$ cat src/rtl/store_wbuf_pkg.sv
package store_wbuf_pkg;
  // Strobes from the sequencing logic to the slot storage and the age matrix
  typedef struct packed {
    logic wrEntry;    // write tag and data into wrIdx
    logic touch;      // mark touchIdx newest
    logic updOldest;  // reload the oldest index from the updated matrix
    logic evict;      // write back the new oldest slot
    logic clearAge;   // zero matrix and oldest index
  } wb_strobe_t;
endpackage

$ cat src/rtl/store_wbuf_age.sv
module store_wbuf_age #(
  parameter int NUM_ENT = 8,
  parameter int IDX_W   = $clog2(NUM_ENT)
) (
  input  logic             clk,
  input  logic             rstN,
  input  logic             touch,
  input  logic             updOldest,
  input  logic             clearAge,
  input  logic [IDX_W-1:0] touchIdx,
  output logic [IDX_W-1:0] oldest,
  output logic [IDX_W-1:0] nextOldest
);
  localparam int PAIRS = NUM_ENT * (NUM_ENT - 1) / 2;

  function automatic int pairPos(int n, int m);
    return n * (2 * NUM_ENT - n - 1) / 2 + (m - n - 1);
  endfunction

  function automatic logic [PAIRS-1:0] rowOf(int e);
    logic [PAIRS-1:0] v = '0;
    for (int o = e + 1; o < NUM_ENT; o++) v[pairPos(e, o)] = 1'b1;
    return v;
  endfunction

  function automatic logic [PAIRS-1:0] colOf(int e);
    logic [PAIRS-1:0] v = '0;
    for (int o = 0; o < e; o++) v[pairPos(o, e)] = 1'b1;
    return v;
  endfunction

  logic [PAIRS-1:0]   ageQ;
  logic [PAIRS-1:0]   ageNext;
  logic [PAIRS-1:0]   rowArr [NUM_ENT];
  logic [PAIRS-1:0]   colArr [NUM_ENT];
  logic [NUM_ENT-1:0] losesAll;

  for (genvar e = 0; e < NUM_ENT; e++) begin : gSlot
    localparam logic [PAIRS-1:0] ROW_M = rowOf(e);
    localparam logic [PAIRS-1:0] COL_M = colOf(e);
    assign rowArr[e]   = ROW_M;
    assign colArr[e]   = COL_M;
    assign losesAll[e] = ((ageNext & ROW_M) == '0) && ((ageNext & COL_M) == COL_M);
  end

  always_comb begin
    ageNext = ageQ;
    if (touch) ageNext = (ageQ & ~colArr[touchIdx]) | rowArr[touchIdx];
  end

  always_comb begin
    logic found;
    found      = 1'b0;
    nextOldest = oldest;
    for (int i = 0; i < NUM_ENT; i++) begin
      if (!found && losesAll[i]) begin
        nextOldest = IDX_W'(i);
        found      = 1'b1;
      end
    end
  end

  always_ff @(posedge clk or negedge rstN) begin
    if (!rstN) begin
      ageQ   <= '0;
      oldest <= '0;
    end else if (clearAge) begin
      ageQ   <= '0;
      oldest <= '0;
    end else begin
      ageQ <= ageNext;
      if (updOldest) oldest <= nextOldest;
    end
  end

  // A slot just made newest can never be the oldest afterwards
  assert_touch_not_oldest_R2: assert property (@(posedge clk) disable iff (!rstN)
    (touch && !clearAge) |=> (oldest != $past(touchIdx)));
endmodule

$ cat src/rtl/store_wbuf_dp.sv
module store_wbuf_dp #(
  parameter int NUM_ENT = 8,
  parameter int IDX_W   = $clog2(NUM_ENT),
  parameter int WORD_W  = 50,
  parameter int VADDR_W = 15,
  parameter int OFFS_W  = 10,
  parameter int FRAME_W = 5,
  parameter int TAG_W   = VADDR_W + 1,
  parameter int PAGE_W  = VADDR_W - OFFS_W,
  parameter int PADDR_W = (FRAME_W + OFFS_W > VADDR_W) ? FRAME_W + OFFS_W : VADDR_W
) (
  input  logic               clk,
  input  logic               rstN,
  input  logic               wrEntry,
  input  logic               evict,
  input  logic [IDX_W-1:0]   wrIdx,
  input  logic [IDX_W-1:0]   evictIdx,
  input  logic               keyValid,
  input  logic [TAG_W-1:0]   keyTag,
  input  logic [WORD_W-1:0]  wrData,
  output logic               hit,
  output logic [IDX_W-1:0]   hitIdx,
  output logic [WORD_W-1:0]  hitData,
  output logic               wbPending,
  input  logic               memWrReady,
  output logic [PADDR_W-1:0] memWrAddr,
  output logic [WORD_W-1:0]  memWrData,
  output logic [PAGE_W-1:0]  pfPage,
  input  logic [FRAME_W-1:0] pfFrame
);
  logic [TAG_W-1:0]   tagQ  [NUM_ENT];
  logic [WORD_W-1:0]  dataQ [NUM_ENT];
  logic [NUM_ENT-1:0] matchVec;
  logic [TAG_W-1:0]   wbTag;
  logic [WORD_W-1:0]  wbData;
  logic               victimLive;

  for (genvar i = 0; i < NUM_ENT; i++) begin : gEnt
    assign matchVec[i] = keyValid && (tagQ[i] == keyTag);

    always_ff @(posedge clk or negedge rstN) begin
      if (!rstN) begin
        tagQ[i]  <= '0;
        dataQ[i] <= '0;
      end else if (wrEntry && wrIdx == IDX_W'(i)) begin
        tagQ[i]  <= keyTag;
        dataQ[i] <= wrData;
      end else if (evict && evictIdx == IDX_W'(i)) begin
        tagQ[i]  <= '0;
      end
    end
  end

  always_comb begin
    hit    = 1'b0;
    hitIdx = '0;
    for (int i = 0; i < NUM_ENT; i++) begin
      if (!hit && matchVec[i]) begin
        hit    = 1'b1;
        hitIdx = IDX_W'(i);
      end
    end
  end

  assign hitData    = dataQ[hitIdx];
  assign victimLive = (tagQ[evictIdx] != '0);

  always_ff @(posedge clk or negedge rstN) begin
    if (!rstN) begin
      wbPending <= 1'b0;
      wbTag     <= '0;
      wbData    <= '0;
    end else if (evict && victimLive) begin
      wbPending <= 1'b1;
      wbTag     <= tagQ[evictIdx];
      wbData    <= dataQ[evictIdx];
    end else if (memWrReady) begin
      wbPending <= 1'b0;
    end
  end

  // Translation happens while the write-back waits at the memory port
  assign pfPage    = wbTag[VADDR_W-1:OFFS_W];
  assign memWrData = wbData;
  assign memWrAddr = wbTag[VADDR_W] ? PADDR_W'(wbTag[VADDR_W-1:0])
                                    : PADDR_W'({pfFrame, wbTag[OFFS_W-1:0]});

  assert_unique_tag_R4: assert property (@(posedge clk) disable iff (!rstN)
    $onehot0(matchVec));
  assert_wb_hold_R11: assert property (@(posedge clk) disable iff (!rstN)
    (wbPending && !memWrReady) |=> (wbPending && $stable(wbTag) && $stable(wbData)));
  assert_victim_differs_R5: assert property (@(posedge clk) disable iff (!rstN)
    (wrEntry && evict) |-> (wrIdx != evictIdx));
endmodule

$ cat src/rtl/store_wbuf_ctrl.sv
module store_wbuf_ctrl
  import store_wbuf_pkg::*;
#(
  parameter int NUM_ENT   = 8,
  parameter int IDX_W     = $clog2(NUM_ENT),
  parameter int VADDR_W   = 15,
  parameter int RSV_LIMIT = 8,
  parameter int TAG_W     = VADDR_W + 1,
  parameter int CNT_W     = $clog2(NUM_ENT + 2)
) (
  input  logic               clk,
  input  logic               rstN,
  input  logic               reqValid,
  input  logic               reqWrite,
  input  logic               reqPhys,
  input  logic [VADDR_W-1:0] reqAddr,
  output logic               reqReady,
  output logic               rspValid,
  output logic               rspHit,
  output logic               rspZero,
  input  logic               wbPending,
  input  logic               hit,
  input  logic [IDX_W-1:0]   hitIdx,
  input  logic [IDX_W-1:0]   oldest,
  input  logic [IDX_W-1:0]   nextOldest,
  output wb_strobe_t         strb,
  output logic [IDX_W-1:0]   wrIdx,
  output logic [IDX_W-1:0]   touchIdx,
  output logic [IDX_W-1:0]   evictIdx,
  output logic               keyValid,
  output logic [TAG_W-1:0]   keyTag
);
  logic [CNT_W-1:0] stepQ;
  logic isZero, accept, storeAcc, loadAcc, isReserved, drainAcc, plainStore, stepLive;

  assign isZero     = (reqAddr == '0);
  assign reqReady   = !wbPending;
  assign accept     = reqValid && reqReady;
  assign storeAcc   = accept && reqWrite && !isZero;
  assign loadAcc    = accept && !reqWrite && !isZero;
  assign isReserved = reqPhys && (reqAddr < VADDR_W'(RSV_LIMIT));
  assign drainAcc   = storeAcc && isReserved;
  assign plainStore = storeAcc && !isReserved;
  assign stepLive   = drainAcc && (stepQ >= CNT_W'(1)) && (stepQ <= CNT_W'(NUM_ENT));

  assign keyTag   = {reqPhys, reqAddr};
  assign keyValid = !isZero;
  assign wrIdx    = hit ? hitIdx : oldest;
  assign evictIdx = nextOldest;

  always_comb begin
    strb          = '0;
    touchIdx      = hitIdx;
    strb.wrEntry  = plainStore;
    if (plainStore) begin
      touchIdx       = wrIdx;
      strb.touch     = 1'b1;
      strb.updOldest = (wrIdx == oldest);
      strb.evict     = (wrIdx == oldest);
    end else if (stepLive) begin
      touchIdx       = oldest;
      strb.touch     = 1'b1;
      strb.updOldest = 1'b1;
      strb.evict     = 1'b1;
      strb.clearAge  = (stepQ == CNT_W'(NUM_ENT - 1));
    end else if (loadAcc && hit && hitIdx != oldest) begin
      strb.touch     = 1'b1;
    end
  end

  assign rspValid = accept && !reqWrite;
  assign rspZero  = isZero;
  assign rspHit   = isZero || hit;

  always_ff @(posedge clk or negedge rstN) begin
    if (!rstN)                          stepQ <= '0;
    else if (plainStore)                stepQ <= '0;
    else if (drainAcc && stepQ != '1)   stepQ <= stepQ + CNT_W'(1);
  end

  assert_wb_source_R5: assert property (@(posedge clk) disable iff (!rstN)
    $rose(wbPending) |-> $past(reqValid && reqWrite && reqAddr != '0));
endmodule

$ cat src/rtl/store_wbuf.sv
module store_wbuf
  import store_wbuf_pkg::*;
#(
  parameter int NUM_ENT   = 8,
  parameter int WORD_W    = 50,
  parameter int VADDR_W   = 15,
  parameter int OFFS_W    = 10,
  parameter int FRAME_W   = 5,
  parameter int RSV_LIMIT = 8,
  localparam int IDX_W    = $clog2(NUM_ENT),
  localparam int TAG_W    = VADDR_W + 1,
  localparam int PAGE_W   = VADDR_W - OFFS_W,
  localparam int PADDR_W  = (FRAME_W + OFFS_W > VADDR_W) ? FRAME_W + OFFS_W : VADDR_W
) (
  input  logic               clk,
  input  logic               rstN,
  input  logic               reqValid,
  input  logic               reqWrite,
  input  logic               reqPhys,
  input  logic [VADDR_W-1:0] reqAddr,
  input  logic [WORD_W-1:0]  reqData,
  output logic               reqReady,
  output logic               rspValid,
  output logic               rspHit,
  output logic [WORD_W-1:0]  rspData,
  output logic               memWrValid,
  input  logic               memWrReady,
  output logic [PADDR_W-1:0] memWrAddr,
  output logic [WORD_W-1:0]  memWrData,
  output logic [PAGE_W-1:0]  pfPage,
  input  logic [FRAME_W-1:0] pfFrame
);
  wb_strobe_t       strb;
  logic [IDX_W-1:0] wrIdx, touchIdx, evictIdx, hitIdx, oldest, nextOldest;
  logic [TAG_W-1:0] keyTag;
  logic [WORD_W-1:0] hitData;
  logic keyValid, hit, rspZero;

  store_wbuf_ctrl #(.NUM_ENT(NUM_ENT), .IDX_W(IDX_W), .VADDR_W(VADDR_W),
                    .RSV_LIMIT(RSV_LIMIT), .TAG_W(TAG_W)) ctrl_i (
    .clk(clk), .rstN(rstN), .reqValid(reqValid), .reqWrite(reqWrite),
    .reqPhys(reqPhys), .reqAddr(reqAddr), .reqReady(reqReady),
    .rspValid(rspValid), .rspHit(rspHit), .rspZero(rspZero),
    .wbPending(memWrValid), .hit(hit), .hitIdx(hitIdx), .oldest(oldest),
    .nextOldest(nextOldest), .strb(strb), .wrIdx(wrIdx), .touchIdx(touchIdx),
    .evictIdx(evictIdx), .keyValid(keyValid), .keyTag(keyTag));

  store_wbuf_age #(.NUM_ENT(NUM_ENT), .IDX_W(IDX_W)) age_i (
    .clk(clk), .rstN(rstN), .touch(strb.touch), .updOldest(strb.updOldest),
    .clearAge(strb.clearAge), .touchIdx(touchIdx), .oldest(oldest),
    .nextOldest(nextOldest));

  store_wbuf_dp #(.NUM_ENT(NUM_ENT), .IDX_W(IDX_W), .WORD_W(WORD_W),
                  .VADDR_W(VADDR_W), .OFFS_W(OFFS_W), .FRAME_W(FRAME_W),
                  .TAG_W(TAG_W), .PAGE_W(PAGE_W), .PADDR_W(PADDR_W)) dp_i (
    .clk(clk), .rstN(rstN), .wrEntry(strb.wrEntry), .evict(strb.evict),
    .wrIdx(wrIdx), .evictIdx(evictIdx), .keyValid(keyValid), .keyTag(keyTag),
    .wrData(reqData), .hit(hit), .hitIdx(hitIdx), .hitData(hitData),
    .wbPending(memWrValid), .memWrReady(memWrReady), .memWrAddr(memWrAddr),
    .memWrData(memWrData), .pfPage(pfPage), .pfFrame(pfFrame));

  assign rspData = rspZero ? '0 : hitData;
endmodule

$ cat config.mk
export PLATFORM = sky130hd
export DESIGN_NAME = store_wbuf
export DESIGN_NICKNAME = d
export VERILOG_FILES = /design/src/rtl/store_wbuf_pkg.sv /design/src/rtl/store_wbuf_age.sv /design/src/rtl/store_wbuf_dp.sv /design/src/rtl/store_wbuf_ctrl.sv /design/src/rtl/store_wbuf.sv
export SDC_FILE = /design/constraint.sdc
export NUM_CORES = 1
export LEC_CHECK = 0
export BUFFER_PORTS_ARGS = -buffer_cell sky130_fd_sc_hd__buf_2
export CAP_MARGIN = 40
export CORE_UTILIZATION = 60
export DETAILED_ROUTE_END_ITERATION = 7
export GPL_TIMING_DRIVEN = 0
export PLACE_DENSITY = 0.83
export SYNTH_ARGS = -nofsm -noshare
export SYNTH_HDL_FRONTEND = slang
export SYNTH_SLANG_ARGS = --single-unit
$ cat constraint.sdc
create_clock -name clk -period 8.2 [get_ports clk]
set_clock_uncertainty 0.05 [all_clocks]
set_input_delay 0.82 -clock clk [delete_from_list [all_inputs] [get_ports clk]]
set_output_delay 0.82 -clock clk [all_outputs]
set_load 0.01 [all_outputs]
# Word level (Yosys, flattened, before mapping)
# Memories as Yosys holds them, arrays and structs flattened.
# Cells that the tools add are included.
dict set report word_totals {
  regBits 630
  input_bits 76
  mem_bits_ro 448
  memories 2
  output_inout_bits 124
  word_cells 245
}
dict set report op_classes {
  magnitude_cmp 6
  n_eq_ne 32
  mux 77
  reduce_logical 99
  bitwise_logic 6
  addsub 1
}
# name depth word_bits read_ports rd_ports_with_merged_regs wr line_no
set memory_table {}
lappend memory_table {{(name not given)} 8 28 1 0 0 store_wbuf_age.sv:48} ;# if (touch) ageNext = (ageQ & ~colArr[touchIdx]) | rowArr[touchIdx];
lappend memory_table {{(name not given)} 8 28 1 0 0 store_wbuf_age.sv:48}
# operator n
set ops {}
lappend ops {{$bmux 50 s3} 2}
lappend ops {{$mux 16} 18}
lappend ops {{$mux 50} 5}
lappend ops {{$logic_not 28->1} 7}
lappend ops {{$mux 28} 6}
lappend ops {{$eq 16x16->1} 8}
lappend ops {{$logic_and 1x1->1} 58}
lappend ops {{$mux 3} 19}
lappend ops {{$bmux 16 s3} 1}
lappend ops {{$and 28x28->28} 1}
lappend ops {{$not 28->28} 1}
lappend ops {{$or 28x28->28} 1}
lappend ops {{$eq 3x3->1 const B} 9}
lappend ops {{$reduce_bool 2->1} 11}
lappend ops {{$mux 1} 21}
lappend ops {{$logic_not 1->1} 18}
lappend ops {{$reduce_bool 16->1} 1}
lappend ops {{$logic_not 15->1} 1}
lappend ops {{$lt 15x4->1 const B} 1}
lappend ops {{$mux 15} 1}
lappend ops {{$eq 3x2->1 const B} 4}
lappend ops {{$ge 4x4->1 const B} 3}
lappend ops {{$not 3->4} 3}
lappend ops {{$mux 4} 2}
lappend ops {{other kinds (16)} 19}

# Logic depth before layout (Yosys ltp)
dict set report depth {
  word_depth 65
  depth_mapped 27
  depth_no_buf 20
}

# Hierarchy
# Synthesis repeated with hierarchy kept, for this count alone.
dict set report hier_totals {
  cells_unflattened 3358
  area_unflattened_um2 34976.0
}
# mod cells_each area_each_um2 seq_area_each_um2 instances
set by_module_without_submodules {}
lappend by_module_without_submodules {store_wbuf_dp 2940 31576.5 14889.3 1}
lappend by_module_without_submodules {store_wbuf_age 279 2336.0 775.7 1}
lappend by_module_without_submodules {store_wbuf_ctrl 84 725.7 100.1 1}
lappend by_module_without_submodules {store_wbuf 55 337.8 0.0 1}

# Worst setup path after synthesis
# Ideal clock, no wire load.
dict set report synth_path {
  path_type {input -> register}
  from {input port reqAddr[11]}
  to {register dp_i.wbData[46] (netlist: dp_i.memWrData[46])}
  arrival_time_ps 6793
  setup_time_ps 127
  n_path_buf 8
  required_time_ps 8023
  setup_slack_ps 1229
  path_stages 26
  cell_sequence {buf_4 or4_4 or3_1 or2_1 buf_2 o211ai_2 a31oi_2 o41a_1 o211a_1 buf_2 buf_2 nor3_1 nand2_1 a32o_1 a211oi_1 o311ai_1 nand3_1 buf_2 buf_1 mux2i_1 o22a_1 nand4_1 o41ai_4 buf_6 buf_8 mux2_1}
}
dict set report synth_between {
  elab_chain_len 64
  elab_cells_between_ends 135
  classes_between {order compare (1); eq/ne (16); mux (48); bitwise (5); reduce/logical (63); memory (2)}
}
# element line_no
set synth_rtl {}
lappend synth_rtl {{from (decl)} store_wbuf.sv:20} ;# input logic [VADDR_W-1:0] reqAddr,
lappend synth_rtl {{$logic_not 15->1} store_wbuf_ctrl.sv:36} ;# assign isZero = (reqAddr == '0);
lappend synth_rtl {{$logic_not 1->1} {store_wbuf_ctrl.sv:39, store_wbuf_ctrl.sv:40, store_wbuf_ctrl.sv:47}}
lappend synth_rtl {{$logic_and 1x1->1} store_wbuf_dp.sv:39} ;# assign matchVec[i] = keyValid && (tagQ[i] == keyTag);
lappend synth_rtl {{$mux 1} store_wbuf_dp.sv:58} ;# if (!hit && matchVec[i]) begin
lappend synth_rtl {{$logic_not 1->1} store_wbuf_dp.sv:58}
lappend synth_rtl {{$logic_and 1x1->1} store_wbuf_dp.sv:58}
lappend synth_rtl {{$mux 1} store_wbuf_dp.sv:58}
lappend synth_rtl {{$logic_not 1->1} store_wbuf_dp.sv:58}
lappend synth_rtl {{(+47 left out)} n/a}
lappend synth_rtl {{$logic_not 1->1} store_wbuf_age.sv:56} ;# if (!found && losesAll[i]) begin
lappend synth_rtl {{$logic_and 1x1->1} store_wbuf_age.sv:56}
lappend synth_rtl {{$mux 3} store_wbuf_age.sv:56}
lappend synth_rtl {{$not 3->4 (not written as such)} {store_wbuf_dp.sv:66, store_wbuf_dp.sv:76}}
lappend synth_rtl {{$bmux 16 s3} store_wbuf_dp.sv:66} ;# assign victimLive = (tagQ[evictIdx] != '0);
lappend synth_rtl {{$mux 16 (not written as such) (2 in series)} store_wbuf_dp.sv:66}
lappend synth_rtl {{$reduce_bool 16->1} store_wbuf_dp.sv:66}
lappend synth_rtl {{$logic_and 1x1->1} store_wbuf_dp.sv:73} ;# end else if (evict && victimLive) begin
lappend synth_rtl {{to (signal assigned)} store_wbuf_dp.sv:76} ;# wbData <= dataQ[evictIdx];
lappend synth_rtl {{to (decl)} store_wbuf_dp.sv:35} ;# logic [WORD_W-1:0] wbData;
# Parallel ways exist; a longest one is shown, timed or not. The select of a mux whose other input is x is not followed.
# A chain may end at the register's enable or synchronous reset.

# Final worst setup path
dict set report layout_path {
  from {input port reqAddr[13]}
  to {register dp_i.wbData[40] (netlist: dp_i.memWrData[40])}
}
# The elaborated chain is that of the path after synthesis.

==> key figures <==
Drt
  • DR vias: around 26,000
  • DRC: 0
  • Antenna-violating nets left: 0
  • Vias/cell: 6.913
  • Drt pass-1 iters: 6
  • Post-Route WL: 108.4 mm
  • Iteration-0 DRC Markers: 2,906
  • WL per Instance: 28.36 um

Setup path
  • R2r worst-path depth: 27
  • Reg2reg start: dp_i.tagQ[126]$_DFFE_PN0P_
  • Critical Path End Type: register
  • Worst EP required: 8.63 ns
  • Critical path launch point type: input port
  • R2R Setup Slk: 0.13 ns
  • Reg2reg end: dp_i.memWrData[40]$_DFFE_PN0P_
  • Crit Path Category: in -> reg
  • Crit Path Max Fanout: 10
  • WP data arrival: approximately 8.6 ns

Timing
  • # setup viols final: 0
  • Final worst-path cycle share: 99.04%
  • Fmax: 0.1231 GHz
  • Fin. max-slew vios: 0
  • Setup TNS Final: 0 ns
  • Slew @ Worst Pin: 0.9414 ns
  • Final hold vios: 0
  • Slew HR: 37.24%
  • Crit path time final: 8.121 ns
  • Hold_ws: approximately 0.045 ns

Synth
  • Post-synth ARST share: 100.0%
  • Main synth FF type: dfrtp_1
  • Number of synthesized flops with an enable pin: 0
  • Net count after synthesis: 2,803
  • Dominant cells by area after synthesis: dfrtp_1 47%, mux2_2 17%, mux4_2 6.7%, mux2i_1 5.4%, a22o_1 3.4%
  • Post-Synthesis Mean Instance Area: around 12 um2
  • Sequential fraction of the synthesis area: 46.64%
  • Flops & latches, synth: 630
  • Yosys warnings: 0
  • Top cell type's share of synthesized area: a little under half
  • Cell count after synthesis: 2,724
  • Distinct cells, synth: just under 80
  • Post-synth top area cell: dfrtp_1
  • Cell Area, Synth: 33,800 um2

Cells and area
  • Non-filler instance count after layout: 3,824
  • Layout cells sized above 1: between 30 and 40%
  • Area grow syn2layout: 14.38%
  • Nets: 3,097
  • Fin area: 38,670 um2
  • Finished Core Util: 69.78%

Placed design
  • Placed cells: 3,690
  • Post-Place Cell Area: 36,170 um2
  • Routability cong.: roughly 0.97
  • Port Buffers: 183
  • DP HPWL: 74.54 mm

Die
  • Die Area: 57,300 um2
  • Core Area: between 50,000 and 60,000 um2
  • I/O pins: 200
  • Row count: 86
  • Die X-Extent: 239.4 um
  • Die height: 239.4 um
  • Initial Util: 61.00%

CTS
  • Clk_lat worst skew: 0.62 ns
  • CTS tree: done
  • Clock tree sinks: between 600 and 700
  • Clock Root Buffer: clkbuf_16
  • Clock Path Buffers: 3
  • Total CTS buffers: about 70
  • Clock slew at reported path FFs: 0.06 ns
  • Cts hold-fix bufs: 0
  • Max H-tree Level: 3

Pwr
  • Peak supply drop: 249.9 uV
  • PD cells: approximately 260 nW/um2
  • Leakage: 18.05 nW

Job
  • Max-Cap Viols: 0

Min path
  • Worst Hold Class: in -> async

Run status
  • Status: complete, no violations

GRT
  • Overflow left after global routing: 0
  • First-pass GRT wire length: 163.0 mm
  • Pin count of the biggest net entering global routing: 126
  • GRT Overall Usage: 38.04%
  • Initial antenna violation count: 10
  • Vias in the first global route: ~27,000
==> through the flow <==
step                      power, mW  worst slack [ns]
final                         10.16           0.07912
after CTS                     10.11           0.01638
after detailed placement      6.950            -1.402
after global routing          10.53          -0.01188
after floorplan               5.851             1.229
after global placement        6.807            -6.271
==> worst max-delay path, cell delays in order <==
cell and delay, ns:
buf_2 0.20, xor2_1 0.19, nor4_1 0.72, nand4_1 0.43, nand4_1 0.29, o211ai_1 0.17, o41a_1 0.49, o211a_1 0.16
buf_2 0.21, buf_2 0.23, nor3_1 0.26, buf_2 0.25, nand2_1 0.07, a32o_1 0.28, nor2_1 0.19, o31a_1 0.18
buf_4 0.24, buf_6 0.21, buf_6 0.25, mux2_1 0.36, a221oi_1 0.32, o22a_1 0.32, nand4_1 0.18, o41ai_4 0.39
buf_6 0.24, buf_6 0.26, buf_8 0.21, mux2_1 0.36
==> how the worst max path moves through the flow <==
| stage | cells past startpoint | end | slack [ns] | from |
|---|---|---|---|---|
| floorplan | 26 | dp_i.memWrData[46]$_DFFE_PN0P_ | 1.23 | reqAddr[11] |
| global placement | 1 | dp_i.memWrData[26]$_DFFE_PN0P_ | -6.27 | rstN |
| detailed placement | 26 | dp_i.memWrData[40]$_DFFE_PN0P_ | -1.40 | reqPhys |
| CTS | 27 | dp_i.memWrData[40]$_DFFE_PN0P_ | 0.02 | reqPhys |
| global route | 28 | dp_i.memWrData[40]$_DFFE_PN0P_ | -0.01 | reqAddr[13] |
| finish | 28 | dp_i.memWrData[40]$_DFFE_PN0P_ | 0.08 | reqAddr[13] |
==> cells by family after synthesis <==
logic type	share of synthesized area [%]
simple gates	4.830
xor+xnor	3.368
buf+inv	3.535
compound gates	11.61
flops	46.64
fa+ha+maj	0.1110
mux	29.91
==> where the power goes <==
part	total (mW)	internal [mW]	switching [mW]	leakage, nW
Clock	3.15	1.85	1.29	1.12
Sequential	4.01	3.61	0.401	8.39
Combinational	3.01	1.48	1.53	8.54
==> layout by cell type (no fill, tap or decap), drive strengths merged, types with 11 or more instances in the layout <==
master and instances:
nor4 38, xor2 129, nor2 115, a221o 52, o22a 11, nand3 23
clkbuf 251, dfrtp 630, inv 30, o21ai 176, mux4 100, mux2i 181
a221oi 30, nand2 88, clkinv 15, a21oi 48, buf 311, a22o 133
nor3 17, mux2 537, nand4 16
==> what timing repair did <==
item,CTS,global route
pin swaps,3,4
setup endpoints to repair,123,107
resized for setup,23,33
setup buffers,4,4
==> final cells by class <==
cell class | instances | area [um2]
repair buffers | 227 | 1491
multi-input cells | 1825 | 16970
fillers | 3809 | 16750
flip-flops and latches | 630 | 15770
well taps | 748 | 935.9
plain buffers | 237 | 1114
clock inverters | 22 | 222.7
diodes | 7 | 17.52
clock buffers | 99 | 2042
inverters | 29 | 108.9
==> registers in the layout, summed over array words and instances, names as in the netlist <==
register,flops
dp_i.dataQ,400
dp_i.tagQ,128
dp_i.memWrData,50
age_i.ageQ,28
dp_i.wbTag,16
ctrl_i.stepQ,4
age_i.oldest,3
dp_i.wbPending,1
==> cells in the mapped netlist, drive strengths merged (5+ instances only) <==
master   number
a21oi        48
a221o        52
a221oi       30
a22o        133
a22oi         5
a31oi         9
and4          9
buf          95
clkbuf      145
dfrtp       630
inv          29
mux2        537
mux2i       181
mux4        100
nand2        88
nand2b        7
nand3        23
nand4        16
nor2        115
nor2b         6
nor3         17
nor4         38
o211ai        9
o21ai       176
o22a         11
o22ai         5
o2bb2ai       5
o31a          5
o31ai         5
o41ai         6
xor2        129
==> layer usage <==
layer  track usage (%)  wire (um)
met3             7.860      10130
met5                 0         73
met4             17.07       4434
met1             49.93      41360
met2             61.14      52440
No activity file was read; power rests on OpenSTA's default activity.
